**src/rtl/sbr_pkg.sv**
```systemverilog
package sbr_pkg;
  typedef enum logic [1:0] {
    STEP_HOLD = 2'd0,
    STEP_UP   = 2'd1,
    STEP_DOWN = 2'd2
  } step_e;
endpackage

```
**src/rtl/sbr_rst_sync.sv**
```systemverilog
module sbr_rst_sync (
  input  logic clk,
  input  logic rst_n,
  output logic rst_sync_n
);
  logic [1:0] sync_q;

  always_ff @(posedge clk or negedge rst_n) begin
    if (!rst_n) sync_q <= 2'b00;
    else        sync_q <= {sync_q[0], 1'b1};
  end

  assign rst_sync_n = sync_q[1];
endmodule

```
**src/rtl/sbr_classifier.sv**
```systemverilog
module sbr_classifier #(
  parameter int DATA_W = 12
) (
  input  logic              smp_valid,
  input  logic [DATA_W-1:0] smp_data,
  input  logic [DATA_W-1:0] base,
  input  logic [DATA_W-1:0] thresh,
  output logic              accept,
  output logic              above
);
  localparam int DIFF_W = DATA_W + 1;

  logic signed [DIFF_W-1:0] excess;
  logic signed [DIFF_W-1:0] limit;

  always_comb begin
    excess = $signed({1'b0, smp_data}) - $signed({1'b0, base});
    limit  = $signed({1'b0, thresh});
    accept = smp_valid && (excess < limit);
    above  = accept && (smp_data > base);
  end
endmodule

```
**src/rtl/sbr_window_stats.sv**
```systemverilog
module sbr_window_stats
  import sbr_pkg::*;
#(
  parameter int CNT_W = 16
) (
  input  logic             clk,
  input  logic             rst_sync_n,
  input  logic             accept,
  input  logic             above,
  input  logic [CNT_W-1:0] win_len,
  output step_e            step
);
  localparam int CMP_W = CNT_W + 2;

  logic [CNT_W-1:0] len_q, len_d;
  logic [CNT_W-1:0] hi_q, hi_d;
  logic [CNT_W-1:0] win_eff;
  logic [CNT_W:0]   hi_total;
  logic [CMP_W-1:0] twice_hi;
  logic [CMP_W-1:0] span;
  logic             close_win;

  always_comb begin
    win_eff   = (win_len == '0) ? CNT_W'(1) : win_len;
    close_win = accept && (len_q >= (win_eff - CNT_W'(1)));
    hi_total  = {1'b0, hi_q} + {{CNT_W{1'b0}}, above};
    twice_hi  = {1'b0, hi_total} << 1;
    span      = {2'b00, win_eff};
    len_d     = len_q;
    hi_d      = hi_q;
    step      = STEP_HOLD;
    if (close_win) begin
      len_d = '0;
      hi_d  = '0;
      if (twice_hi > span)      step = STEP_UP;
      else if (twice_hi < span) step = STEP_DOWN;
      else                      step = STEP_HOLD;
    end else if (accept) begin
      len_d = len_q + CNT_W'(1);
      hi_d  = hi_total[CNT_W-1:0];
    end
  end

  always_ff @(posedge clk or negedge rst_sync_n) begin
    if (!rst_sync_n) begin
      len_q <= '0;
      hi_q  <= '0;
    end else if (accept) begin
      len_q <= len_d;
      hi_q  <= hi_d;
    end
  end
endmodule

```
**src/rtl/sbr_baseline_reg.sv**
```systemverilog
module sbr_baseline_reg
  import sbr_pkg::*;
#(
  parameter int DATA_W = 12
) (
  input  logic              clk,
  input  logic              rst_sync_n,
  input  logic [DATA_W-1:0] init_base,
  input  step_e             step,
  output logic [DATA_W-1:0] base
);
  localparam logic [DATA_W-1:0] BASE_MAX = {DATA_W{1'b1}};

  logic [DATA_W-1:0] base_q, base_d;
  logic              base_en;

  always_comb begin
    base_d  = base_q;
    base_en = 1'b0;
    if (!rst_sync_n) begin
      base_d  = init_base;
      base_en = 1'b1;
    end else if (step == STEP_UP && base_q != BASE_MAX) begin
      base_d  = base_q + DATA_W'(1);
      base_en = 1'b1;
    end else if (step == STEP_DOWN && base_q != '0) begin
      base_d  = base_q - DATA_W'(1);
      base_en = 1'b1;
    end
  end

  always_ff @(posedge clk) begin
    if (base_en) base_q <= base_d;
  end

  assign base = base_q;
endmodule

```
**src/rtl/sbr_subtract.sv**
```systemverilog
module sbr_subtract #(
  parameter int DATA_W = 12
) (
  input  logic              clk,
  input  logic              rst_sync_n,
  input  logic              smp_valid,
  input  logic [DATA_W-1:0] smp_data,
  input  logic [DATA_W-1:0] base,
  output logic              out_valid,
  output logic [DATA_W-1:0] out_data
);
  localparam int DIFF_W = DATA_W + 1;
  localparam logic signed [DIFF_W-1:0] OUT_HI = DIFF_W'((1 << (DATA_W-1)) - 1);
  localparam logic signed [DIFF_W-1:0] OUT_LO = -DIFF_W'(1 << (DATA_W-1));

  logic signed [DIFF_W-1:0] diff;
  logic        [DATA_W-1:0] sat_d;

  always_comb begin
    diff = $signed({1'b0, smp_data}) - $signed({1'b0, base});
    if (diff > OUT_HI)      sat_d = OUT_HI[DATA_W-1:0];
    else if (diff < OUT_LO) sat_d = OUT_LO[DATA_W-1:0];
    else                    sat_d = diff[DATA_W-1:0];
  end

  always_ff @(posedge clk or negedge rst_sync_n) begin
    if (!rst_sync_n) out_valid <= 1'b0;
    else             out_valid <= smp_valid;
  end

  always_ff @(posedge clk) begin
    if (smp_valid) out_data <= sat_d;
  end
endmodule

```
**src/rtl/sbl_restorer.sv**
```systemverilog
module sbl_restorer
  import sbr_pkg::*;
#(
  parameter int DATA_W = 12,
  parameter int CNT_W  = 16
) (
  input  logic              clk,
  input  logic              rst_n,
  input  logic              smp_valid,
  input  logic [DATA_W-1:0] smp_data,
  input  logic [DATA_W-1:0] thresh,
  input  logic [CNT_W-1:0]  win_len,
  input  logic [DATA_W-1:0] init_base,
  output logic              out_valid,
  output logic [DATA_W-1:0] out_data,
  output logic [DATA_W-1:0] baseline
);
  logic  rst_sync_n;
  logic  accept;
  logic  above;
  step_e step;

  sbr_rst_sync u_rst (
    .clk        (clk),
    .rst_n      (rst_n),
    .rst_sync_n (rst_sync_n)
  );

  sbr_classifier #(.DATA_W(DATA_W)) u_cls (
    .smp_valid (smp_valid),
    .smp_data  (smp_data),
    .base      (baseline),
    .thresh    (thresh),
    .accept    (accept),
    .above     (above)
  );

  sbr_window_stats #(.CNT_W(CNT_W)) u_win (
    .clk        (clk),
    .rst_sync_n (rst_sync_n),
    .accept     (accept),
    .above      (above),
    .win_len    (win_len),
    .step       (step)
  );

  sbr_baseline_reg #(.DATA_W(DATA_W)) u_base (
    .clk        (clk),
    .rst_sync_n (rst_sync_n),
    .init_base  (init_base),
    .step       (step),
    .base       (baseline)
  );

  sbr_subtract #(.DATA_W(DATA_W)) u_sub (
    .clk        (clk),
    .rst_sync_n (rst_sync_n),
    .smp_valid  (smp_valid),
    .smp_data   (smp_data),
    .base       (baseline),
    .out_valid  (out_valid),
    .out_data   (out_data)
  );
endmodule

```
**config.mk**
```make
export PLATFORM = sky130hd
export DESIGN_NAME = sbl_restorer
export DESIGN_NICKNAME = d
export VERILOG_FILES = /design/src/rtl/sbr_pkg.sv /design/src/rtl/sbr_rst_sync.sv /design/src/rtl/sbr_classifier.sv /design/src/rtl/sbr_window_stats.sv /design/src/rtl/sbr_baseline_reg.sv /design/src/rtl/sbr_subtract.sv /design/src/rtl/sbl_restorer.sv
export SDC_FILE = /design/constraint.sdc
export NUM_CORES = 1
export LEC_CHECK = 0
export CORE_ASPECT_RATIO = 1.5
export CORE_UTILIZATION = 48
export DETAILED_ROUTE_END_ITERATION = 12
export MAX_ROUTING_LAYER = met4
export PLACE_DENSITY = 0.82
export SLEW_MARGIN = 5
export SYNTH_ARGS = -nofsm -noshare
export SYNTH_HDL_FRONTEND = slang
export SYNTH_HIERARCHICAL = 1
export SYNTH_SLANG_ARGS = --single-unit
```
**constraint.sdc**
```tcl
create_clock -name clk -period 1.9 [get_ports clk]
set_clock_uncertainty 0.15 [all_clocks]
set_input_delay 0.38 -clock clk [delete_from_list [all_inputs] [get_ports clk]]
set_output_delay 0.38 -clock clk [all_outputs]
set_load 0.05 [all_outputs]
```
; Word level (Yosys, flattened, before mapping)
; Cells that the tools add are included.
[classes]
mux = 13
n_addsub = 6
n_reduce_logical = 8
n_eq_ne = 4
magnitude_cmp = 7
[op_table]
columns = cell, n
row1 = $mux 12, 4
row2 = $mux 16, 3
row3 = $gt 18x16->1, 1
row4 = $lt 18x16->1, 1
row5 = $add 16x1->17, 1
row6 = $add 16x1->16 const B, 1
row7 = $ge 16x16->1, 1
row8 = $logic_not 16->1, 1
row9 = $sub 16x1->16 const B, 1
row10 = $gt 13x12->1 const B, 1
row11 = $lt 13x12->1 const B, 1
row12 = $lt 13x13->1, 1
row13 = $sub 12x12->13, 1
row14 = $add 12x1->12 const B, 1
row15 = $gt 12x12->1, 1
row16 = $ne 12x12->1 const B, 1
row17 = $reduce_bool 12->1, 1
row18 = $sub 12x1->12 const B, 1
row19 = $mux 2, 3
row20 = $logic_and 1x1->1, 5
row21 = $mux 1, 3
row22 = $ne 3x1->1 const B, 1
row23 = $eq 2x1->1 const B, 1
row24 = $eq 2x2->1 const B, 1
row25 = $reduce_and 2->1, 1
[totals]
register_bits = 59
in_bits = 55
wordCells = 44

; Longest topological paths before layout
; Gate-level depths: netlist (run 1).
[depth]
depth_word = 15
mapped_depth = 37
ltp_nobuf = 37

; Cells and area by module
; The synthesis (run 1) kept the hierarchy.
[modules_own_cells]
columns = module, area_per_inst_um2, seq_area_each_um2, cells_per_inst, instances
row1 = sbr_window_stats, 2773.9, 800.8, 327, 1
row2 = sbr_baseline_reg, 1099.8, 360.3, 116, 1
row3 = sbr_subtract, 1091.0, 385.4, 112, 1
row4 = sbr_classifier, 932.1, 0.0, 135, 1
row5 = sbr_rst_sync, 53.8, 50.0, 3, 1

; Least setup slack after synthesis (run 1)
; No wires, ideal clock.
[synth_path]
path_kind = register to register
from = register u_base.base_q[0] (netlist: u_base/base[0])
to = register u_base.base_q[10] (netlist: u_base/base[10]), data pin
setup_ns = 0.261
required_ns = 1.489
setup_slack_ns = -6.245
period_less_slack_ns = 8.145
t_arrival_ns = 7.734
path_stages_with_launch = 36
cell_sequence = edfxtp_1 ha_1 fa_1 nor2b_1 o21ai_1 nand2_1 a21o_1 a21oi_1 xnor2_1 ha_1 a21oi_1 nor2_1 a211oi_1 o2111ai_1 o2bb2ai_1 o311a_1 ha_1 ha_1 nand4_1 nor2_1 nand2_1 xnor2_1 ha_1 nand4_1 or3_1 o21ai_0 nand3_1 a31oi_1 nand2b_1 or2_2 fa_1 a21o_1 a21o_1 a211o_1 a32o_1 a311o_1
[synth_lines]
columns = item, line_no
row1 = "start, declared", sbr_baseline_reg.sv:14  ; logic [DATA_W-1:0] base_q, base_d;
row2 = "start signal, assigned", sbr_baseline_reg.sv:33  ; if (base_en) base_q <= base_d;
row3 = $sub 12x12->13, sbr_classifier.sv:17  ; excess = $signed({1'b0, smp_data}) - $signed({1'b0, base});
row4 = $lt 13x13->1, sbr_classifier.sv:19  ; accept = smp_valid && (excess < limit);
row5 = $logic_and 1x1->1, sbr_classifier.sv:19
row6 = named net accept, sbl_restorer.sv:19  ; logic accept;
row7 = $logic_and 1x1->1, sbr_classifier.sv:20  ; above = accept && (smp_data > base);
row8 = named net above, sbl_restorer.sv:20  ; logic above;
row9 = $add 16x1->17, sbr_window_stats.sv:26  ; hi_total = {1'b0, hi_q} + {{CNT_W{1'b0}}, above};
row10 = $gt 18x16->1, sbr_window_stats.sv:35  ; if (twice_hi > span) step = STEP_UP;
row11 = $mux 2, sbr_window_stats.sv:35
row12 = $mux 2, sbr_window_stats.sv:32  ; if (close_win) begin
row13 = named net step[0], sbl_restorer.sv:21  ; step_e step;
row14 = $eq 2x1->1, sbr_baseline_reg.sv:23  ; end else if (step == STEP_UP && base_q != BASE_MAX) begin
row15 = $logic_and 1x1->1, sbr_baseline_reg.sv:23
row16 = $mux 12, sbr_baseline_reg.sv:23
row17 = $mux 12, sbr_baseline_reg.sv:20  ; if (!rst_sync_n) begin
row18 = named net u_base.base_d[10], sbr_baseline_reg.sv:14
; The timed path passes the listed nets, and every way through them passes these cells. The select of a mux whose other input is x is not followed.
; A chain may end at the register's enable or synchronous reset.

; Worst setup path after layout (run 1)
[layout_path]
from = register u_base.base_q[0] (netlist: u_base/base[0])
to = register u_base.base_q[10] (netlist: u_base/base[10]), data pin
[layout_via]
elab_chain_cells = 13
[layout_lines]
columns = item, line_no
row1 = $sub 12x12->13 *, sbr_classifier.sv:17
row2 = $lt 13x13->1 *, sbr_classifier.sv:19
row3 = $logic_and 1x1->1 *, sbr_classifier.sv:19
row4 = named net accept, sbl_restorer.sv:19
row5 = $logic_and 1x1->1 *, sbr_classifier.sv:20
row6 = named net above, sbl_restorer.sv:20
row7 = $add 16x1->17 *, sbr_window_stats.sv:26
row8 = $lt 18x16->1, sbr_window_stats.sv:36  ; else if (twice_hi < span) step = STEP_DOWN;
row9 = $mux 2, sbr_window_stats.sv:36
row10 = $mux 2 *, sbr_window_stats.sv:35
row11 = $mux 2 *, sbr_window_stats.sv:32
row12 = named net step[1], sbl_restorer.sv:21
row13 = $eq 2x1->1 *, sbr_baseline_reg.sv:23
row14 = $logic_and 1x1->1 *, sbr_baseline_reg.sv:23
row15 = $mux 12 *, sbr_baseline_reg.sv:23
row16 = $mux 12 *, sbr_baseline_reg.sv:20
row17 = named net u_base.base_d[10], sbr_baseline_reg.sv:14
; Mark *: on every way through the listed nets, which the timed path passes. The rest lies on a longest branch. The select of a mux whose other input is x is not followed.

==> results_dict.tcl, run 1 <==
set metrics [dict create \
    yosys-top-cells-count "ha_1 (81), inv_1 (72), nor2_1 (59)" \
    synthCells 693 \
    cts.sinks 59 \
    slowest_delay_ps 520 \
    antenna_found_initial 0 \
    initial_utilization_pct 49.5 \
    critPathBufInv 0 \
    finalSetupViolCount 68 \
    n_antenna_cell 0 \
    multiInputGateArea_um2 4850 \
    cts.path.max_buffers 2 \
    grt_pass1_wl_um 35300 \
    hpwlAfterDp_um 16000 \
    clkTransAtPathRegs_ps 50 \
    power_uw 7140 \
    drtIter0Drc 475 \
    vias 7191 \
    power.leakage_uw 0.00466 \
    synthesis.nets 832 \
    finish.utilization_pct 83.0 \
    synth_top_cell_by_area "ha_1" \
    fp-row-count 49 \
    ys_seq_area_share_pct 26.8 \
    synth_cell_types 74 \
    crit_arrival_ps 7880 \
    grt_pass1_vias 7481 \
    cp-end-kind "flip-flop" \
    path_class "reg -> reg" \
    post_cts_hold_buffer_count 0 \
    maxCapViolCount 0 \
    gp_congestion 1.02 \
    drive_above_1_share_pct 41.8 \
    p_per_area_nw_per_um2 716 \
    die_height_um 138 \
    cts_root_buffer "clkbuf_16" \
    pre_cts_slack_ps -6100 \
    worst_pin_slew_ps 538 \
    rsz0062_at_grt "yes" \
    grt_max_degree 18 \
    yosysWarnings 6 \
    grt_overflow_total 0 \
    syn_area_per_cell_um2 8.59 \
    status "complete, but fails checks" \
    min_path_type "in -> async" \
    n_fill_cell 651 \
    die_w_um 92.9 \
    die-area_um2 12900 \
    ys.flop_type "dfrtp_1" \
    cts_tree "done" \
    drt_first_pass_iters 5 \
    ir_drop_mv 0.614 \
    ff_latch_area_um2 1600 \
    cp_max_fo 4 \
    vias_per_cell 6.14 \
    violations "setup timing" \
    synth_edf_count 24 \
    placed_cells 1108 \
    coreArea_um2 12000 \
    ant_nets 0 \
    crit_family "compound AO/OA/AOI/OAI gates" \
    ys_ff_latch 59 \
    fin_crit_ps 7950 \
    synthTopCellsByArea "ha_1 (17%), dfrtp_1 (15%), edfxtp_1 (12%), xnor2_1 (5.2%), inv_1 (4.5%)" \
    clock_latency_ps 340 \
    cts_made_buffers 9 \
    yosysMostFrequentCell "ha_1" \
    drcViolationCount 0 \
    htreeDepth 3 \
    io_pins 80 \
    fin_crit_sh_pct 418 \
    synth-async-reset-ratio_pct 59.3 \
    slew_headroom_pct 63.9 \
    timing.fmax_mhz 126 \
    crit_required_ps 1830 \
    slowest_stage "edfxtp_1" \
    layoutNonFillerInstCount 1172 \
    cp-start-kind "flip-flop" \
    areaGrowthSynthToFinish_pct 67.5 \
    track_usage_pct 36.3 \
    setup_ws_ps -6050 \
    setup_tns_ps -222860 \
    wire_per_inst_um 21.4 \
    final_nets 1153 \
    portBuffers 79 \
    wl_um 25000 \
    syn_area_um2 5950 \
    yosysTopAreaCellShare_pct 17.0 \
    maxSlewViolCount 0 \
    timing_hold_violations_final 0 \
]
-- registers in the layout, indices dropped and copies added (netlist names) --
signal           count
u_win/hi_q          16
u_rst/sync_q         2
u_sub/out_valid      1
u_sub/out_data      12
u_win/len_q         16
u_base/base         12
-- cells in the final DEF, fill, tap and decap left out, types with 20 or more instances in the layout --
cell type	instances
xnor2_1	29
buf_4	230
nor2_1	47
ha_1	67
nand2_1	43
edfxtp_1	24
a21oi_1	20
clkdlybuf4s50_1	46
dfrtp_1	34
inv_1	67
o21ai_1	23
-- layer usage --
metal  track usage (%)  wire (um)  vias to the layer above
met5                 -          0                        -
met4              27.2       2190                        0
met3              5.34       1330                      160
met2              66.9      13500                      398
met1              32.4       8050                     3460
li1                  -          -                     3173
-- final cells by class --
type | instances | area share [%]
multi-input combinational | 552 | 48.6
timing repair buffer | 318 | 27.9
tap | 153 | 1.92
clock inverter | 3 | 0.151
sequential | 59 | 16.0
inverter | 74 | 2.86
clock buffer | 13 | 2.51
-- cell families after synthesis --
family | share of synthesized area [%]
adders and majority gates | 18.0
DFF | 26.8
other | 0.0630
AOI/OAI and AO/OA | 20.7
muxes | 0.904
and+or+nand+nor | 19.7
buffers and inverters | 5.38
xor gates and xnor gates | 8.39
-- power by group --
part / switching (uW) / leakage (uW) / internal, uW / total (uW)
Combinational: 2070 / 0.00383 / 1810 / 3880
Sequential: 166 / 0.000698 / 1560 / 1730
Clock: 624 / 0.000133 / 914 / 1540
Total: 2860 / 0.00466 / 4280 / 7140
-- through the flow --
step                area (um2)  hold slack (ps)
floorplan                 6100            -65.6
global placement          8570              190
global route              9970             49.5
CTS                       9340             60.5
finish                    9970             57.7
detailed placement        8570              194
-- repair_timing --
item	CTS	global route
cloned	3	2
pin swaps	45	68
setup buffers	27	25
endpoints found under the setup margin	67	67
resized for setup	77	110
-- path summary, 6_finish.rpt --
check | startpoint | end | slack (ps) | cells after the start
max | u_base/base[0] | u_base/base[10] | -6050 | 36
min | rst_n | u_rst/sync_q[0] | 60 | 1
max reg2reg | u_base/base[0] | u_base/base[10] | -6050 | 36
min reg2reg | u_rst/sync_q[0] | u_rst/sync_q[1] | 200 | 0
max in group asynchronous | u_rst/sync_q[1] | u_win/len_q[15] | 790 | 2
min in group clk | u_rst/sync_q[0] | u_rst/sync_q[1] | 200 | 0
(Power assumes the default switching activity.)
==> run 2, diff against run 1 <==
Settings changed: GPL_TIMING_DRIVEN set to 0.
==> run 2 against run 1 <==
  * The run still ends with setup timing left
  * Via count shrank 10%
  * Sequential power grew 3%
  * Worst hold slack lost 4.9 ps
  * Sequential share of layout area is 1.9 points higher
  * Clock power up 8%
  * Critical path type unchanged
==> results_dict.tcl, run 2 (synthesis gave the netlist of run 1 again) <==
set metrics [dict create \
    ff_latch_area_um2 1600 \
    reg2reg_slack_ps -6030 \
    crit_required_ps 1930 \
    slew_headroom_pct 45.6 \
    crit_path_start "u_base/base[0]" \
    wire_per_inst_um 20.4 \
    ant_nets 0 \
    slowest_delay_ps 510 \
    setup_ws_ps -6030 \
    cp-end-kind "flip-flop" \
    maxCapViolCount 0 \
    reg2reg_to "u_base/base[9]" \
    vias_per_cell 6.26 \
    path_class "reg -> reg" \
    initial_utilization_pct 49.5 \
    die_height_um 138 \
    ir_drop_mv 0.534 \
    die_w_um 92.9 \
    final_cell_mix "inv_1 (67), buf_4 (62), ha_1 (60)" \
    grt_pass1_wl_um 30200 \
    portBuffers 79 \
    timing_hold_violations_final 0 \
    layout_commonest_cell "inv_1" \
    drcViolationCount 0 \
    p_per_area_nw_per_um2 756 \
    htreeDepth 3 \
    n_antenna_cell 0 \
    hpwlAfterDp_um 12200 \
    wl_um 21100 \
    r2r-start "u_base/base[0]" \
    die-area_um2 12900 \
    pre_cts_slack_ps -6660 \
    cts.path.max_buffers 2 \
    cp.depth 37 \
    design_area_um2 8930 \
    track_usage_pct 30.7 \
    areaGrowthSynthToFinish_pct 50.1 \
    rsz0062_at_grt "yes" \
    cts_root_buffer "clkbuf_16" \
    crit_arrival_ps 7960 \
    cp-start-kind "flip-flop" \
    grt_max_degree 36 \
    post_cts_hold_buffer_count 0 \
    n_fill_cell 809 \
    drive_above_1_share_pct 31.4 \
    power.leakage_uw 0.00399 \
    antenna_found_initial 0 \
    clkTransAtPathRegs_ps 60 \
    fin_crit_ps 7930 \
    fin_crit_sh_pct 417 \
    cts_made_buffers 9 \
    status "complete, but fails checks" \
    slowest_stage "or4_1" \
    clock_latency_ps 330 \
    gp_congestion 0.916 \
    cp_max_fo 6 \
    cts_tree "done" \
    multiInputGateArea_um2 4950 \
    maxSlewViolCount 0 \
    vias 6456 \
    reg_top3 "u_win/hi_q x16, u_win/len_q x16" \
    setup_tns_ps -217400 \
    crit_family "simple AND/OR/NAND/NOR gates" \
    finish.utilization_pct 74.3 \
    grt_overflow_total 0 \
    r2r_cells 37 \
    place_area_um2 7080 \
    cts.sinks 59 \
    violations "setup timing" \
    final_nets 1013 \
    grt_pass1_vias 6482 \
    drt_first_pass_iters 7 \
    fp-row-count 49 \
    drtIter0Drc 436 \
    finalSetupViolCount 68 \
    io_pins 80 \
    min_path_type "in -> async" \
    setup.worst_path.end "u_base/base[9]" \
    critPathBufInv 2 \
    timing.fmax_mhz 126 \
    coreArea_um2 12000 \
    worst_pin_slew_ps 814 \
]
-- run 2: timing repair --
item / in CTS / in global routing
setup endpoints to repair: 93 / 74
pin swaps: 81 / 44
setup buffers: 65 / 23
gates cloned: 3 / 3
gates resized for setup: 210 / 86
-- run 2: per-layer routing --
metal  global-route usage (%)  routed length [um]  vias up
li1                         -                   -     2898
met1                     28.7                7000     3097
met2                     55.7               11400      342
met3                     5.28                1160      119
met4                     20.6                1550        0
met5                        -                   0        -
-- run 2: through the flow --
step	hold slack (ps)	total power, uW	instances
2_1_floorplan	-65.6	3490	693
6_report	52.8	6760	1032
4_1_cts	48.9	6230	1007
3_5_place_dp	196	4210	925
5_1_grt	56.8	7060	1032
3_3_place_gp	187	4100	925
-- run 2: layout make-up --
cell class / count / area share, %
well taps: 153 / 2.14
plain buffers: 9 / 0.868
repair buffers: 167 / 16.9
inverters: 74 / 3.31
repair inverters: 1 / 0.0980
multi-input cells: 553 / 55.4
clock buffers: 14 / 2.96
clock inverters: 2 / 0.392
flip-flops and latches: 59 / 17.9
-- run 2: worst min-delay path by stage --
| stage | start | endpoint | slack [ps] |
|---|---|---|---|
| floorplan | rst_n | u_rst/sync_q[0] | -70 |
| global placement | u_rst/sync_q[0] | u_rst/sync_q[1] | 190 |
| detailed placement | u_rst/sync_q[0] | u_rst/sync_q[1] | 200 |
| CTS | rst_n | u_rst/sync_q[1] | 50 |
| global route | rst_n | u_rst/sync_q[1] | 60 |
| finish | rst_n | u_rst/sync_q[1] | 50 |
-- run 2: report_power, final --
part / leakage (uW) / internal (uW) / total (uW) / switching, uW
clock network: 0.000147 / 1090 / 1670 / 583
logic: 0.00314 / 1440 / 3300 / 1860
registers: 0.000698 / 1560 / 1790 / 230
-- run 2: worst reg2reg max path, delay by kind of cell (launching register included) --
kind                       cells  cell delay, ps
and+or+nand+nor               14            2640
AOI/OAI and AO/OA             12            2140
xor gates and xnor gates       2             300
buffers and inverters          2             280
DFF                            1             500
adders and majority gates      7            1820
